$ cat config.mk
export PLATFORM = sky130hd
export DESIGN_NAME = rxq_buffer
export DESIGN_NICKNAME = d
export VERILOG_FILES = /design/src/rtl/rxq_pkg.sv /design/src/rtl/rxq_store.sv /design/src/rtl/rxq_ctrl.sv /design/src/rtl/rxq_flags.sv /design/src/rtl/rxq_buffer.sv
export SDC_FILE = /design/constraint.sdc
export NUM_CORES = 1
export LEC_CHECK = 0
export ABC_AREA = 1
export BUFFER_PORTS_ARGS = -buffer_cell sky130_fd_sc_hd__buf_2
export CORE_ASPECT_RATIO = 2
export CORE_UTILIZATION = 41
export CTS_CLUSTER_DIAMETER = 60
export DETAILED_ROUTE_END_ITERATION = 10
export MAX_ROUTING_LAYER = met4
export PLACE_DENSITY_LB_ADDON = 0.15
export SLEW_MARGIN = 20
export SYNTH_ARGS = -nofsm -noshare
export SYNTH_HDL_FRONTEND = slang
export SYNTH_SLANG_ARGS = --single-unit
$ cat constraint.sdc
create_clock -name clk -period 6.1 [get_ports clk]
set_clock_uncertainty 0.2 [all_clocks]
set_input_delay 0.915 -clock clk [delete_from_list [all_inputs] [get_ports clk]]
set_output_delay 0.915 -clock clk [all_outputs]
set_load 0.1 [all_outputs]
$ cat src/rtl/rxq_pkg.sv
// Shared constants and types for the receive entry buffer.
// Assumes 12-bit entries: error nibble in 11:8, character in 7:0.
package rxq_pkg;

    localparam int ENTRY_W = 12;
    localparam int NIB_W   = 4;

    typedef logic [ENTRY_W-1:0] rxq_entry_t;

    // Entry stored when the line receiver reports a break condition.
    localparam rxq_entry_t BREAK_ENTRY = 12'h400;

    // Bit positions inside the flag byte; software decodes these.
    localparam int FLG_TX_EMPTY = 7;
    localparam int FLG_RX_FULL  = 6;
    localparam int FLG_TX_FULL  = 5;
    localparam int FLG_RX_EMPTY = 4;

endpackage

$ cat src/rtl/rxq_store.sv
// Entry storage: one write port, one combinational read port.
// Assumes the controller never writes a slot that holds unread data.
module rxq_store
    import rxq_pkg::*;
#(
    parameter int DEPTH = 16,
    localparam int AW   = $clog2(DEPTH)
) (
    input  logic             clk,
    input  logic             rst_n,
    input  logic             wr_en,
    input  logic [AW-1:0]    wr_idx,
    input  rxq_entry_t       wr_data,
    input  logic [AW-1:0]    rd_idx,
    output rxq_entry_t       rd_data
);

    rxq_entry_t slots [DEPTH];

    // Write the addressed slot; clear all slots on reset.
    always_ff @(posedge clk) begin
        if (!rst_n) begin
            for (int i = 0; i < DEPTH; i++) begin
                slots[i] <= '0;
            end
        end else if (wr_en) begin
            slots[wr_idx] <= wr_data;
        end
    end

    // Present the entry at the read slot.
    always_comb begin
        rd_data = slots[rd_idx];
    end

endmodule

$ cat src/rtl/rxq_ctrl.sv
// Pointer and occupancy control for the receive buffer.
// The depth is DEPTH in queue mode and 1 in single-slot mode. A change of
// the requested mode flushes the store and ignores traffic in that cycle.
module rxq_ctrl #(
    parameter int DEPTH = 16,
    localparam int AW   = $clog2(DEPTH),
    localparam int CW   = AW + 1
) (
    input  logic          clk,
    input  logic          rst_n,
    input  logic          fifo_en,
    input  logic          push_any,
    input  logic          pop_req,
    output logic          mode_q,
    output logic          flush,
    output logic          room,
    output logic          full,
    output logic          push_ok,
    output logic          pop_ok,
    output logic [AW-1:0] rd_ptr,
    output logic [AW-1:0] wr_idx,
    output logic [CW-1:0] cnt,
    output logic [CW-1:0] cnt_nxt
);

    localparam logic [CW-1:0] DEPTH_C = CW'(DEPTH);
    localparam logic [AW-1:0] MASK_Q  = AW'(DEPTH - 1);

    logic [CW-1:0] cur_depth;
    logic [AW-1:0] mask;
    logic          pop_adv;
    logic [AW-1:0] rd_nxt;

    // Derive the current depth, pointer mask and the accepted operations.
    always_comb begin
        cur_depth = mode_q ? DEPTH_C : CW'(1);
        mask      = mode_q ? MASK_Q : '0;
        flush     = (fifo_en != mode_q);
        room      = (cnt < cur_depth);
        full      = (cnt == cur_depth);
        push_ok   = push_any && room && !flush;
        pop_ok    = pop_req && !flush;
        pop_adv   = pop_ok && (cnt != '0);
        wr_idx    = (rd_ptr + cnt[AW-1:0]) & mask;
        rd_nxt    = pop_adv ? ((rd_ptr + AW'(1)) & mask) : rd_ptr;
        if (flush) begin
            cnt_nxt = '0;
        end else begin
            cnt_nxt = cnt + CW'(push_ok) - CW'(pop_adv);
        end
    end

    // Register the mode, read pointer and occupancy.
    always_ff @(posedge clk) begin
        if (!rst_n) begin
            mode_q <= 1'b0;
            rd_ptr <= '0;
            cnt    <= '0;
        end else if (flush) begin
            mode_q <= fifo_en;
            rd_ptr <= '0;
            cnt    <= '0;
        end else begin
            rd_ptr <= rd_nxt;
            cnt    <= cnt_nxt;
        end
    end

endmodule

$ cat src/rtl/rxq_flags.sv
// Flag byte, receive status nibble and receive-level interrupt pulses.
// Assumes cnt and cnt_nxt come from the controller in the same cycle.
module rxq_flags
    import rxq_pkg::*;
#(
    parameter int CW   = 5,
    parameter int TRIG = 1
) (
    input  logic             clk,
    input  logic             rst_n,
    input  logic [CW-1:0]    cnt,
    input  logic [CW-1:0]    cnt_nxt,
    input  logic             full,
    input  logic             flush,
    input  logic             pop_ok,
    input  logic [NIB_W-1:0] pop_nib,
    input  logic             status_clr,
    output logic [7:0]       flags,
    output logic [NIB_W-1:0] rx_status,
    output logic             lvl_set,
    output logic             lvl_clr
);

    localparam logic [CW-1:0] TRIG_C = CW'(TRIG);
    localparam logic [CW-1:0] BELOW  = CW'(TRIG - 1);

    logic set_ev;
    logic clr_ev;

    // Build the flag byte; transmit bits sit in their idle state.
    always_comb begin
        flags               = '0;
        flags[FLG_TX_EMPTY] = 1'b1;
        flags[FLG_TX_FULL]  = 1'b0;
        flags[FLG_RX_FULL]  = full;
        flags[FLG_RX_EMPTY] = (cnt == '0);
    end

    // Detect occupancy crossing the trigger level in either direction.
    always_comb begin
        set_ev = !flush && (cnt == BELOW) && (cnt_nxt == TRIG_C);
        clr_ev = !flush && pop_ok && (cnt == TRIG_C) && (cnt_nxt == BELOW);
    end

    // Register the level pulses and the status nibble.
    always_ff @(posedge clk) begin
        if (!rst_n) begin
            lvl_set   <= 1'b0;
            lvl_clr   <= 1'b0;
            rx_status <= '0;
        end else begin
            lvl_set <= set_ev;
            lvl_clr <= clr_ev;
            if (pop_ok) begin
                rx_status <= pop_nib;
            end else if (status_clr) begin
                rx_status <= '0;
            end
        end
    end

endmodule

$ cat src/rtl/rxq_buffer.sv
// Top of the receive entry buffer: selects the pushed entry (break or
// data), ties controller, storage and flag logic together.
// Assumes the bus pops at most once per cycle and samples pop_word then.
module rxq_buffer
    import rxq_pkg::*;
#(
    parameter int DEPTH = 16,
    parameter int TRIG  = 1,
    localparam int AW   = $clog2(DEPTH),
    localparam int CW   = AW + 1
) (
    input  logic        clk,
    input  logic        rst_n,
    input  logic        fifo_en,
    input  logic        push_req,
    input  logic [11:0] push_word,
    input  logic        brk_req,
    input  logic        pop_req,
    input  logic        status_clr,
    output logic [11:0] pop_word,
    output logic [3:0]  rx_status,
    output logic [7:0]  flags,
    output logic        can_accept,
    output logic        rx_lvl_set,
    output logic        rx_lvl_clr
);

    logic          mode_q;
    logic          flush;
    logic          room;
    logic          full;
    logic          push_ok;
    logic          pop_ok;
    logic          push_any;
    logic [AW-1:0] rd_ptr;
    logic [AW-1:0] wr_idx;
    logic [CW-1:0] cnt;
    logic [CW-1:0] cnt_nxt;
    rxq_entry_t    in_entry;
    rxq_entry_t    head;

    // Choose the entry to push; a break outranks a data word.
    always_comb begin
        push_any = push_req || brk_req;
        in_entry = brk_req ? BREAK_ENTRY : push_word;
    end

    rxq_ctrl #(.DEPTH(DEPTH)) u_ctrl (
        .clk      (clk),
        .rst_n    (rst_n),
        .fifo_en  (fifo_en),
        .push_any (push_any),
        .pop_req  (pop_req),
        .mode_q   (mode_q),
        .flush    (flush),
        .room     (room),
        .full     (full),
        .push_ok  (push_ok),
        .pop_ok   (pop_ok),
        .rd_ptr   (rd_ptr),
        .wr_idx   (wr_idx),
        .cnt      (cnt),
        .cnt_nxt  (cnt_nxt)
    );

    rxq_store #(.DEPTH(DEPTH)) u_store (
        .clk     (clk),
        .rst_n   (rst_n),
        .wr_en   (push_ok),
        .wr_idx  (wr_idx),
        .wr_data (in_entry),
        .rd_idx  (rd_ptr),
        .rd_data (head)
    );

    rxq_flags #(.CW(CW), .TRIG(TRIG)) u_flags (
        .clk        (clk),
        .rst_n      (rst_n),
        .cnt        (cnt),
        .cnt_nxt    (cnt_nxt),
        .full       (full),
        .flush      (flush),
        .pop_ok     (pop_ok),
        .pop_nib    (head[11:8]),
        .status_clr (status_clr),
        .flags      (flags),
        .rx_status  (rx_status),
        .lvl_set    (rx_lvl_set),
        .lvl_clr    (rx_lvl_clr)
    );

    // Drive the bus-side data and the receiver-side ready.
    always_comb begin
        pop_word   = head;
        can_accept = room && !flush;
    end

endmodule

After elaboration in Yosys (flattened, before gate mapping)
Memory sizes are Yosys's and may differ from the RTL's. A register that Yosys moved wholly into a read port is not among the register bits.
Cells that the tools add are included.
{"block": "word_totals", "ff_bits": 16, "ramBits": 192, "in_bits": 19, "n_memories": 1}
{"block": "classes", "n_addsub": 4, "n_lt_le_gt_ge": 1, "n_eq_ne": 4, "mux": 15, "n_bitwise": 3, "n_reduce_logical": 18}
{"name": "u_store.slots", "words": 16, "width": 12, "read_ports": 1, "rd_ports_with_merged_regs": 1, "write_ports": 16, "line": "rxq_store.sv:18", "rtl": "rxq_entry_t slots [DEPTH];"}
{"cell": "2-to-1 mux 12 bit", "n": 2}
{"cell": "2-to-1 mux 4 bit", "n": 6}
{"cell": "OR reduction 12 bit", "n": 1}
{"cell": "equality test 5 x 1 -> 1 bit, second input constant", "n": 2}
{"cell": "logical AND 1 bit", "n": 10}
{"cell": "zero test 5 bit", "n": 2}
{"cell": "2-to-1 mux 5 bit", "n": 2}
{"cell": "bitwise AND 4 bit", "n": 2}
{"cell": "adder 5 x 1 -> 5 bit", "n": 1}
{"cell": "equality test 5 bit", "n": 1}
{"cell": "< comparator 5 bit", "n": 1}
{"cell": "2-to-1 mux 1 bit", "n": 5}
{"cell": "nonzero test 5 bit", "n": 1}
{"cell": "subtractor 5 x 1 -> 5 bit", "n": 1}
{"cell": "adder 4 x 1 -> 4 bit, second input constant", "n": 1}
{"cell": "adder 4 bit", "n": 1}
{"cell": "nonzero test 2 bit", "n": 1}
{"cell": "OR reduction 2 bit", "n": 1}
{"cell": "zero test 1 bit", "n": 1}
{"cell": "logical OR 1 bit", "n": 1}
{"cell": "!= test 1 bit", "n": 1}
{"cell": "inverter 1 bit", "n": 1}

Longest topological paths before layout
Gate-level depths: netlist of run 1.
{"block": "depth", "depth_word": 9, "depth_mapped": 21}

Hierarchy
A second synthesis of run 1 with hierarchy kept.
{"block": "unflattened", "hier_cells": 1263, "area_unflattened_um2": 10754.1}
{"module": "rxq_store", "n_inst": 1, "cells_each": 1054, "area_each_um2": 9409.0, "seq_area_each_um2": 5765.5}
{"module": "rxq_ctrl", "n_inst": 1, "cells_each": 128, "area_each_um2": 898.4, "seq_area_each_um2": 200.2}
{"module": "rxq_flags", "n_inst": 1, "cells_each": 51, "area_each_um2": 326.6, "seq_area_each_um2": 120.1}
{"module": "rxq_buffer", "n_inst": 1, "cells_each": 30, "area_each_um2": 120.1, "seq_area_each_um2": 0.0}

Worst setup path before layout of run 1
No wires, ideal clock.
{"block": "synth_timing", "path_kind": "input -> register", "start": "input port fifo_en", "end": "register u_flags.lvl_set", "setup_time_ps": 66, "t_arrival_ps": 3058, "required_time_ps": 5834, "setup_slack_ps": 2776, "cell_stages": 18, "n_path_buf": 0, "cell_sequence": "inv_1 -> nand2_1 -> nand2_2 -> nor2_1 -> nand2_1 -> inv_1 -> ha_1 -> inv_1 -> ha_1 -> inv_1 -> fa_1 -> o21ai_0 -> a21oi_1 -> inv_1 -> nand2_1 -> nand3_1 -> nand3_1 -> nor2_1"}
{"block": "synth_between", "elab_chain_cells": 8, "word_cells_on_any_way": 11}
{"element": "start: declaration", "line": "rxq_buffer.sv:14", "rtl": "input logic fifo_en,"}
{"element": "!= test 1 bit", "line": "rxq_ctrl.sv:38", "rtl": "flush = (fifo_en != mode_q);"}
{"element": "zero test 1 bit", "line": "rxq_ctrl.sv:42", "rtl": "pop_ok = pop_req && !flush;"}
{"element": "logical AND 1 bit", "line": "rxq_ctrl.sv:42"}
{"element": "logical AND 1 bit", "line": "rxq_ctrl.sv:43", "rtl": "pop_adv = pop_ok && (cnt != '0);"}
{"element": "via u_ctrl.pop_adv", "line": "rxq_ctrl.sv:31", "rtl": "logic pop_adv;"}
{"element": "subtractor 5 x 1 -> 5 bit", "line": "rxq_ctrl.sv:49", "rtl": "cnt_nxt = cnt + CW'(push_ok) - CW'(pop_adv);"}
{"element": "2-to-1 mux 5 bit", "line": "rxq_ctrl.sv:46", "rtl": "if (flush) begin"}
{"element": "equality test 5 x 1 -> 1 bit", "line": "rxq_flags.sv:41", "rtl": "set_ev = !flush && (cnt == BELOW) && (cnt_nxt == TRIG_C);"}
{"element": "logical AND 1 bit", "line": "rxq_flags.sv:41"}
{"element": "end signal: assignment", "line": "rxq_flags.sv:52", "rtl": "lvl_set <= set_ev;"}
{"element": "end: declaration", "line": "rxq_flags.sv:20", "rtl": "output logic lvl_set,"}
The timed path passes the listed nets, and every way through them passes these cells.
A chain may end at the register's enable or synchronous reset.

==> out/metrics.cfg, run 1 <==
[cts]
clock_latency_ns=0.50
post_cts_buffers=0
ctsHoldBuffers=0
cts_buffers=19
cts.clk_slew.worst_paths_ns=0.07
cts.sinks=212
cts_tree=yes
htreeDepth=1
root_buffer=clkbuf_16
cts_resized=0
ctsLongestPathBuffers=3

[floorplanning]
die_h_um=222
num_rows=80
die_area_um2=24900
io_pins=46
chipWidth_um=112
coreArea_um2=23800
start_util_pct=41.8

[run_status]
violations=DRC
status=finished, violations left

[routing]
routed_via_density=5.38
drc=2
dr.pass1.iters=8
wl_um=27200
ant_nets=0
routed-via-count=7174
avgRoutedWirePerCell_um=20.4
first_iter_violations=472

[synthesis]
yosysSeqAreaShare_pct=62.0
synthFlopType=edfxtp_1
async_flop_share_pct=0
synth_top_area_share_pct=57.9
syn-cell-area_um2=9950
synth_edf_count=192
yosysTopAreaCell=edfxtp_1
synth_cell_types=32
synth_area_leaders=edfxtp_1 58%, nor2_1 10%, nand2_1 6.1%, dfxtp_1 4.0%, o21ai_0 3.5%
synth.most_common_cell=nor2_1
synth_cells=1040
avgSynthCellArea_um2=9.57
synth_commonest_cells=276 x nor2_1, 192 x edfxtp_1, 161 x nand2_1
synth-seq-cells=212
yosysWarnings=0

[global_route]
grt_max_degree=77
grt_usage_pct=23.4
grt_pass1_vias=7179
antenna_found_initial=0
overflow=0
grt_pass1_wl_um=42300

[critical_path]
crit_arrival_ns=3.24
crit_fanout=44
r2r_cells=18
critPathRequiredTime_ns=4.98
crit_type=flop to output pin
rrSetupSlack_ns=2.65
start_kind=flop
cp-end-kind=output pin

[placement]
post-place-ws_ns=2.21
place.gp.congestion=0.841
io_buffers=39
dp_hpwl_um=18000

[flow_run]
drv_cap=0

[timing]
fmax_mhz=230
relSlewSlack_pct=37.1
min_period_ns=4.36
setup_tns_ns=0
setup_viol=0
setup_ws_ns=1.74
finalCritPeriodShare_pct=71.4
drv_slew=0
worst_slew_pin_slew_ns=0.941
hold_viol_final=0
rsz0062_at_grt=false

[hold_path]
hp-class=flop to flop
whs_path_depth=2

[power_and_ir_drop]
internal_power_mw=2.36
clockPowerShare_pct=31.5
p_leak_nw=4.25
power_mw=3.50
seqPwrFrac_pct=48.0
comb_power_share_pct=20.5
ir_worst_vdd_v=0.000257
p_per_area_nw_per_um2=325
switching_power_mw=1.13
swShare_pct=32.4

[layout]
n_antenna_cell=0
area_growth_pct=7.92
nFillCells=2330
drive_gt1_share_pct=8.60
final_nets=1071

## placed cells by master (no fill, tap or decap), drive strengths merged, types with 10 or more instances in the layout
master and instances:
nand3 69, nor2 281, ha 14, inv 87, a21oi 10, dfxtp 20, nand2 167, buf 47
o21ai 69, o221ai 26, clkbuf 25, edfxtp 192
## power by group through the flow
stage,logic [mW],clock network (mW),registers (mW)
2_1_floorplan,0.534,0,1.72
3_3_place_gp,0.718,0,1.71
3_5_place_dp,0.720,0,1.71
4_1_cts,0.722,1.12,1.68
5_1_grt,0.774,1.17,1.69
6_report,0.716,1.10,1.68
## layer usage
| metal | part of all wire (%) | vias up | global-route usage [%] |
|---|---|---|---|
| met3 | 4.1 | 55 | 1.72 |
| met2 | 53 | 200 | 40.9 |
| li1 | - | 3425 | - |
| met1 | 39 | 3494 | 27.4 |
| met4 | 4.2 | 0 | 10.6 |
| met5 | 0 | - | - |
## layout make-up
cell class | count | area, um2 | area share [%]
inverters | 88 | 330 | 3.08
clock buffers | 25 | 498 | 4.64
multi-input cells | 668 | 3090 | 28.8
flip-flops and latches | 212 | 6170 | 57.4
well taps | 287 | 359 | 3.34
clock inverters | 7 | 36.3 | 0.338
repair buffers | 47 | 255 | 2.38
## state kept, by name, indices dropped and copies added (netlist names), named ones only
| register | cells |
|---|---|
| u_store.slots | 192 |
| u_ctrl.cnt | 5 |
| u_ctrl.rd_ptr | 4 |
| u_flags.rx_status | 4 |
| u_ctrl.mode_q | 1 |
| u_flags.lvl_clr | 1 |
| u_flags.lvl_set | 1 |
## worst max-delay path: stages (launching register included)
cell and delay [ns]:
dfxtp_2 0.45, inv_2 0.61, buf_4 0.43, nand2_1 0.09, nand2_1 0.06, nand2_1 0.05, nand3_1 0.08, nand3_1 0.23
nand2_1 0.23, buf_2 0.45
## path summary, 6_finish.rpt
path | from | end
max | flop | pop_word[8]
min reg2reg | u_flags.rx_status[2] | u_flags.rx_status[2]
min | u_flags.rx_status[2] | u_flags.rx_status[2]
max reg2reg | u_ctrl.mode_q | u_flags.lvl_clr
## logic make-up after synthesis
kind of cell | after synthesis | synth area share, %
fa+ha+maj | 16 | 2.16
other cells | 2 | 0.0755
buf+inv | 164 | 7.11
flops | 212 | 62.0
xor+xnor | 3 | 0.264
simple gates | 523 | 21.1
compound gates | 120 | 7.32
## through the flow
step                      std cells  cell area [um2]  hold WS [ns]  util, %
after CTS                      1334            10700         0.275     45.1
final                          1334            10700         0.276     45.1
after global placement         1302            10200         0.263     42.8
after floorplan                1044             9960         0.302        -
after detailed placement       1302            10200         0.258     42.8
after global routing           1334            10700         0.307     45.1
Power figures use the tool's default switching activity.
==> run 2: changes to the inputs <==
clock period = 3.83 ns   (was 6.1 ns; I/O delays follow)
==> out/metrics.cfg, run 2 (same netlist as run 1, synthesis figures left out) <==
[cts]
cts_resized=0  ; unchanged
ctsLongestPathBuffers=3  ; unchanged
cts.clk_slew.worst_paths_ns=0.06  ; about the same
clock_latency_ns=0.51  ; about the same
post_cts_buffers=0  ; unchanged
cts_buffers=20  ; +1
ctsHoldBuffers=0  ; unchanged
htreeDepth=1  ; unchanged
cts_tree=yes
cts.sinks=212  ; unchanged
root_buffer=clkbuf_16

[routing]
dr.pass1.iters=8  ; unchanged
ant_nets=0  ; unchanged
routed_via_density=5.29  ; -1.7%
first_iter_violations=392  ; -17%
routed-via-count=7134  ; -0.56%
drc=2  ; unchanged
wl_um=27100  ; -0.38%
avgRoutedWirePerCell_um=20.1  ; -1.5%

[power_and_ir_drop]
comb_power_share_pct=19.4  ; -1.1 points
clockPowerShare_pct=35.4  ; +3.9 points
switching_power_mw=1.83  ; +62%
seqPwrFrac_pct=45.2  ; -2.8 points
ir_worst_vdd_v=0.000375  ; +46%
p_leak_nw=4.38  ; +3.0%
internal_power_mw=4.08  ; +73%
p_per_area_nw_per_um2=538  ; +65%
swShare_pct=31.0  ; -1.4 points

[global_route]
grt_pass1_wl_um=41600  ; -1.7%
grt_usage_pct=23.0  ; -0.43 points
grt_pass1_vias=7145  ; -0.47%
grt_max_degree=97  ; +26%
overflow=0  ; unchanged
antenna_found_initial=0  ; unchanged

[hold_path]
hold_start=fifo_en
hp-class=primary input to flop

[layout]
n_antenna_cell=0  ; unchanged
most-common-layout-cells=276 x nor2_1, 192 x edfxtp_1, 161 x nand2_1
largest_reg_flops=192  ; unchanged
drive_gt1_share_pct=9.79  ; +1.2 points
largest-register=u_store.slots
reg_top3=u_store.slots x192, u_ctrl.cnt x5
final_nets=1083  ; +1.1%
area_growth_pct=10.4
stdcell_area_um2=11000  ; +2.3%
final_common_cell=nor2_1

[timing]
hold_viol_final=0  ; unchanged
setup_viol=0  ; unchanged
rsz0062_at_grt=false
min_period_ns=3.63
finalCritPeriodShare_pct=94.7
drv_slew=0  ; unchanged
relSlewSlack_pct=32.7  ; -4.4 points
setup_ws_ns=0.203  ; -1.54 ns
worst_slew_pin_slew_ns=1.01  ; +0.0663 ns
setup_tns_ns=0  ; unchanged
fmax_mhz=276

[placement]
io_buffers=39  ; unchanged
place.gp.congestion=0.863  ; +2.7%
placed_area_um2=10300  ; +0.93%
dp_hpwl_um=18200  ; +1.5%
post-place-ws_ns=0.569  ; -1.64 ns

[floorplanning]
num_rows=80  ; unchanged
die_area_um2=24900  ; unchanged
coreArea_um2=23800  ; unchanged
die_h_um=222  ; unchanged
io_pins=46  ; unchanged
start_util_pct=41.8  ; unchanged
chipWidth_um=112  ; unchanged

[critical_path]
slowest_delay_ns=0.71  ; +0.10 ns
rrSetupSlack_ns=0.61  ; -2.04 ns
crit_arrival_ns=2.85  ; -0.39 ns
crit_end=pop_word[8]
cp-end-kind=output pin
crit_type=flop to output pin
r2r_cells=20  ; +2
critPathSlowestCell=dfxtp_1
r2r-end=u_flags.lvl_set
crit_top_cell=nand3_1
crit_chain=buf_4 -> nand3_1 -> nand3_1 -> nand3_1 -> nand2_1 -> buf_2
timing.rr.start=u_ctrl.cnt[1]
start_kind=flop
crit_fanout=24  ; -45%
critPathRequiredTime_ns=3.06  ; -1.92 ns

[run_status]
status=finished, violations left
violations=DRC

[flow_run]
drv_cap=0  ; unchanged

==> run 2: final cells by class <==
type / instances / area, um2
fillers: 2332 / 12800
flip-flops and latches: 212 / 6170
multi-input cells: 668 / 3090
clock buffers: 32 / 607
well taps: 287 / 359
repair buffers: 58 / 350
inverters: 88 / 330
clock inverters: 4 / 80.1
==> run 2: routing by layer <==
layer | global-route usage (%) | routed length, um
met5 | - | 0
met4 | 12.0 | 1370
met3 | 1.94 | 1080
met2 | 41.0 | 14500
met1 | 25.3 | 10100
==> run 2: worst max-delay path: cells and delay by family, from the launching register on <==
family / cells / cell delay [ns]
flip-flops: 1 / 0.71
AND/OR/NAND/NOR: 4 / 0.78
buffers and inverters: 2 / 0.85
==> run 2: power groups by stage <==
stage               clock [mW]  sequential [mW]  combinational [mW]
finish                    2.09             2.67                1.15
global route              2.19             2.68                1.23
CTS                       2.11             2.67                1.16
detailed placement           0             2.72                1.16
global placement             0             2.72                1.16
floorplan                    0             2.74               0.850
==> run 2: stage by stage <==
| stage | cells | total power [mW] | util (%) | hold WS (ns) |
|---|---|---|---|---|
| 2_1_floorplan | 1044 | 3.59 | - | 0.302 |
| 5_1_grt | 1349 | 6.10 | 46.1 | 0.122 |
| 4_1_cts | 1349 | 5.94 | 46.1 | 0.0674 |
| 6_report | 1349 | 5.91 | 46.1 | 0.0795 |
| 3_5_place_dp | 1313 | 3.88 | 43.2 | 0.259 |
| 3_3_place_gp | 1313 | 3.88 | 43.2 | 0.256 |
==> run 2: worst min-delay path by stage <==
stage | end | slack (ns) | depth (start not counted)
detailed placement | u_flags.rx_status[1] | 0.26 | 2
CTS | u_ctrl.mode_q | 0.07 | 3
global route | u_ctrl.mode_q | 0.12 | 3
finish | u_ctrl.mode_q | 0.08 | 3
global placement | u_flags.rx_status[0] | 0.26 | 2
floorplan | flop | 0.30 | 2
==> run 3: changes to the inputs <==
SYNTH_HIERARCHICAL = 1   (was unset)
==> out/metrics.cfg, run 3 <==
[layout]
ff_latch_area_um2=6090  ; -1.2%
reg_top3=u_store/slots x192, u_ctrl/cnt x5
final_core_util_pct=46.3  ; +0.15 points
final_nets=1310  ; +21%
area_growth_pct=10.8
instances_no_fill=1628  ; +21%
final_common_cell=nand2_1
largest-register=u_store/slots
most-common-layout-cells=323 x nand2_1, 224 x nor2_1, 213 x inv_1
largest_reg_flops=192  ; unchanged
drive_gt1_share_pct=9.39  ; -0.40 points
n_antenna_cell=0  ; unchanged
nFillCells=2583  ; +11%
multi_input_comb_area_um2=3380  ; +9.4%

[timing]
drv_slew=0  ; unchanged
setup_ws_ns=0.403  ; +0.200 ns
relSlewSlack_pct=34.9  ; +2.2 points
finalCritPeriodShare_pct=89.5  ; -5.2 points
fmax_mhz=292  ; +5.8%
min_period_ns=3.43  ; -0.200 ns
hold_viol_final=0  ; unchanged
setup_tns_ns=0  ; unchanged
setup_viol=0  ; unchanged
rsz0062_at_grt=false
worst_slew_pin_slew_ns=0.976  ; -0.0312 ns

[critical_path]
crit_start=u_ctrl/rd_ptr[0]
crit_type=flop to output pin
critPathRequiredTime_ns=3.06  ; about the same
timing.rr.start=u_ctrl/cnt[0]
crit_fanout=100  ; +320%
cp-end-kind=output pin
crit_arrival_ns=2.65  ; -0.20 ns
start_kind=flop

[routing]
ant_nets=0  ; unchanged
first_iter_violations=469  ; +20%
dr.pass1.iters=5  ; -3
routed-via-count=7847  ; +10%
avgRoutedWirePerCell_um=17.7  ; -12%
drc=0  ; -2
wl_um=28800  ; +6.3%
routed_via_density=4.82  ; -8.9%

[synthesis]
syn-cell-area_um2=10800  ; +8.1%
synth_top_area_share_pct=53.6  ; -4.3 points
synth_area_leaders=edfxtp_1 54%, nand2_1 11%, nor2_1 7.8%, inv_1 7.4%, nand3_1 6.9%
synth_commonest_cells=323 x nand2_1, 224 x nor2_1, 213 x inv_1
yosysSeqAreaShare_pct=56.6  ; -5.4 points
synth_cells=1263  ; +21%
avgSynthCellArea_um2=8.51  ; -11%
synth_edf_count=192  ; unchanged
synth.most_common_cell=nand2_1
yosysWarnings=6  ; +6
synth-seq-cells=208  ; -1.9%
yosysTopAreaCell=edfxtp_1
synth_cell_types=33  ; +3.1%
synthFlopType=edfxtp_1
async_flop_share_pct=0  ; unchanged

[floorplanning]
chipWidth_um=117  ; +3.9%
die_h_um=231  ; +3.9%
num_rows=83  ; +3.8%
coreArea_um2=25800  ; +8.1%
start_util_pct=41.8  ; about the same
io_pins=46  ; unchanged
die_area_um2=26900  ; +8.0%

[placement]
place.gp.congestion=0.888  ; +2.9%
post-place-ws_ns=0.681  ; +0.112 ns
dp_hpwl_um=19500  ; +6.9%
io_buffers=39  ; unchanged
place_inst=1593  ; +21%

[cts]
ctsHoldBuffers=0  ; unchanged
clock_latency_ns=0.51  ; about the same
cts_tree=yes
post_cts_buffers=0  ; unchanged
cts_resized=0  ; unchanged
htreeDepth=1  ; unchanged
cts_buffers=20  ; unchanged
ctsLongestPathBuffers=3  ; unchanged
root_buffer=clkbuf_16
cts.clk_slew.worst_paths_ns=0.06  ; about the same
cts.sinks=208  ; -1.9%

[power_and_ir_drop]
power_mw=5.35  ; -9.5%
ir_worst_vdd_v=0.000445  ; +18%
p_per_area_nw_per_um2=449  ; -17%
p_leak_nw=5.22  ; +19%

[global_route]
overflow=0  ; unchanged
grt_max_degree=101  ; +4.1%
antenna_found_initial=0  ; unchanged
grt_pass1_vias=7700  ; +7.8%
grt_pass1_wl_um=43600  ; +4.8%
grt_usage_pct=23.1  ; +0.13 points

[flow_run]
drv_cap=0  ; unchanged

[run_status]
status=finished clean

[hold_path]
hold_start=fifo_en
hp-class=primary input to flop

## run 3: layer usage
layer  GRT usage (%)  share of wire (%)
met5               -                  0
met4            14.7                6.5
met3            1.78                3.0
met2            41.5                 54
met1            23.7                 36
## run 3: path summary, 6_finish.rpt
| path | to | slack (ns) | depth (start not counted) |
|---|---|---|---|
| worst max-delay path | pop_word[0] | 0.40 | 9 |
| worst min-delay path | u_ctrl/mode_q | 0.1 | 3 |
| worst max register to register | u_store/slots[4][0] | 0.66 | 8 |
| worst min register to register | u_flags/rx_status[2] | 0.26 | 2 |
## run 3: critical path, stage by stage, from the launching register on
cell and delay [ns]:
dfxtp_4 0.36, buf_12 0.37, inv_2 0.09, buf_12 0.26
nand2_1 0.11, nand3_1 0.10, nand3_1 0.25, nand3_1 0.19
nand2_1 0.15, buf_12 0.18
## run 3: area by class of cell
type,count,area share [%]
repair buffers,62,4.81
multi-input cells,765,28.4
clock inverters,8,0.536
inverters,218,6.89
well taps,340,3.57
clock buffers,27,4.68
flip-flops and latches,208,51.1
## run 3: cells by family (layout without fill, tap and decap cells)
group	Yosys count	after routing	share of synthesized area [%]
xor+xnor	5	5	0.407
buf+inv	294	315	12.1
compound gates	12	12	0.617
simple gates	726	726	28.2
flops	208	208	56.6
fa+ha+maj	16	16	2.00
other cells	2	6	0.0698
## run 3: power breakdown
| group | internal, mW | total (mW) | switching (mW) |
|---|---|---|---|
| Combinational | 0.211 | 0.844 | 0.633 |
| Clock | 1.09 | 1.91 | 0.824 |
| Sequential | 2.56 | 2.59 | 0.0316 |
| Total | 3.86 | 5.35 | 1.49 |
## run 3: per-stage QoR
| stage | instance area [um2] | hold WS (ns) |
|---|---|---|
| floorplan | 10800 | 0.306 |
| global placement | 11300 | 0.250 |
| detailed placement | 11300 | 0.258 |
| CTS | 11900 | 0.0824 |
| global route | 11900 | 0.124 |
| finish | 11900 | 0.0959 |
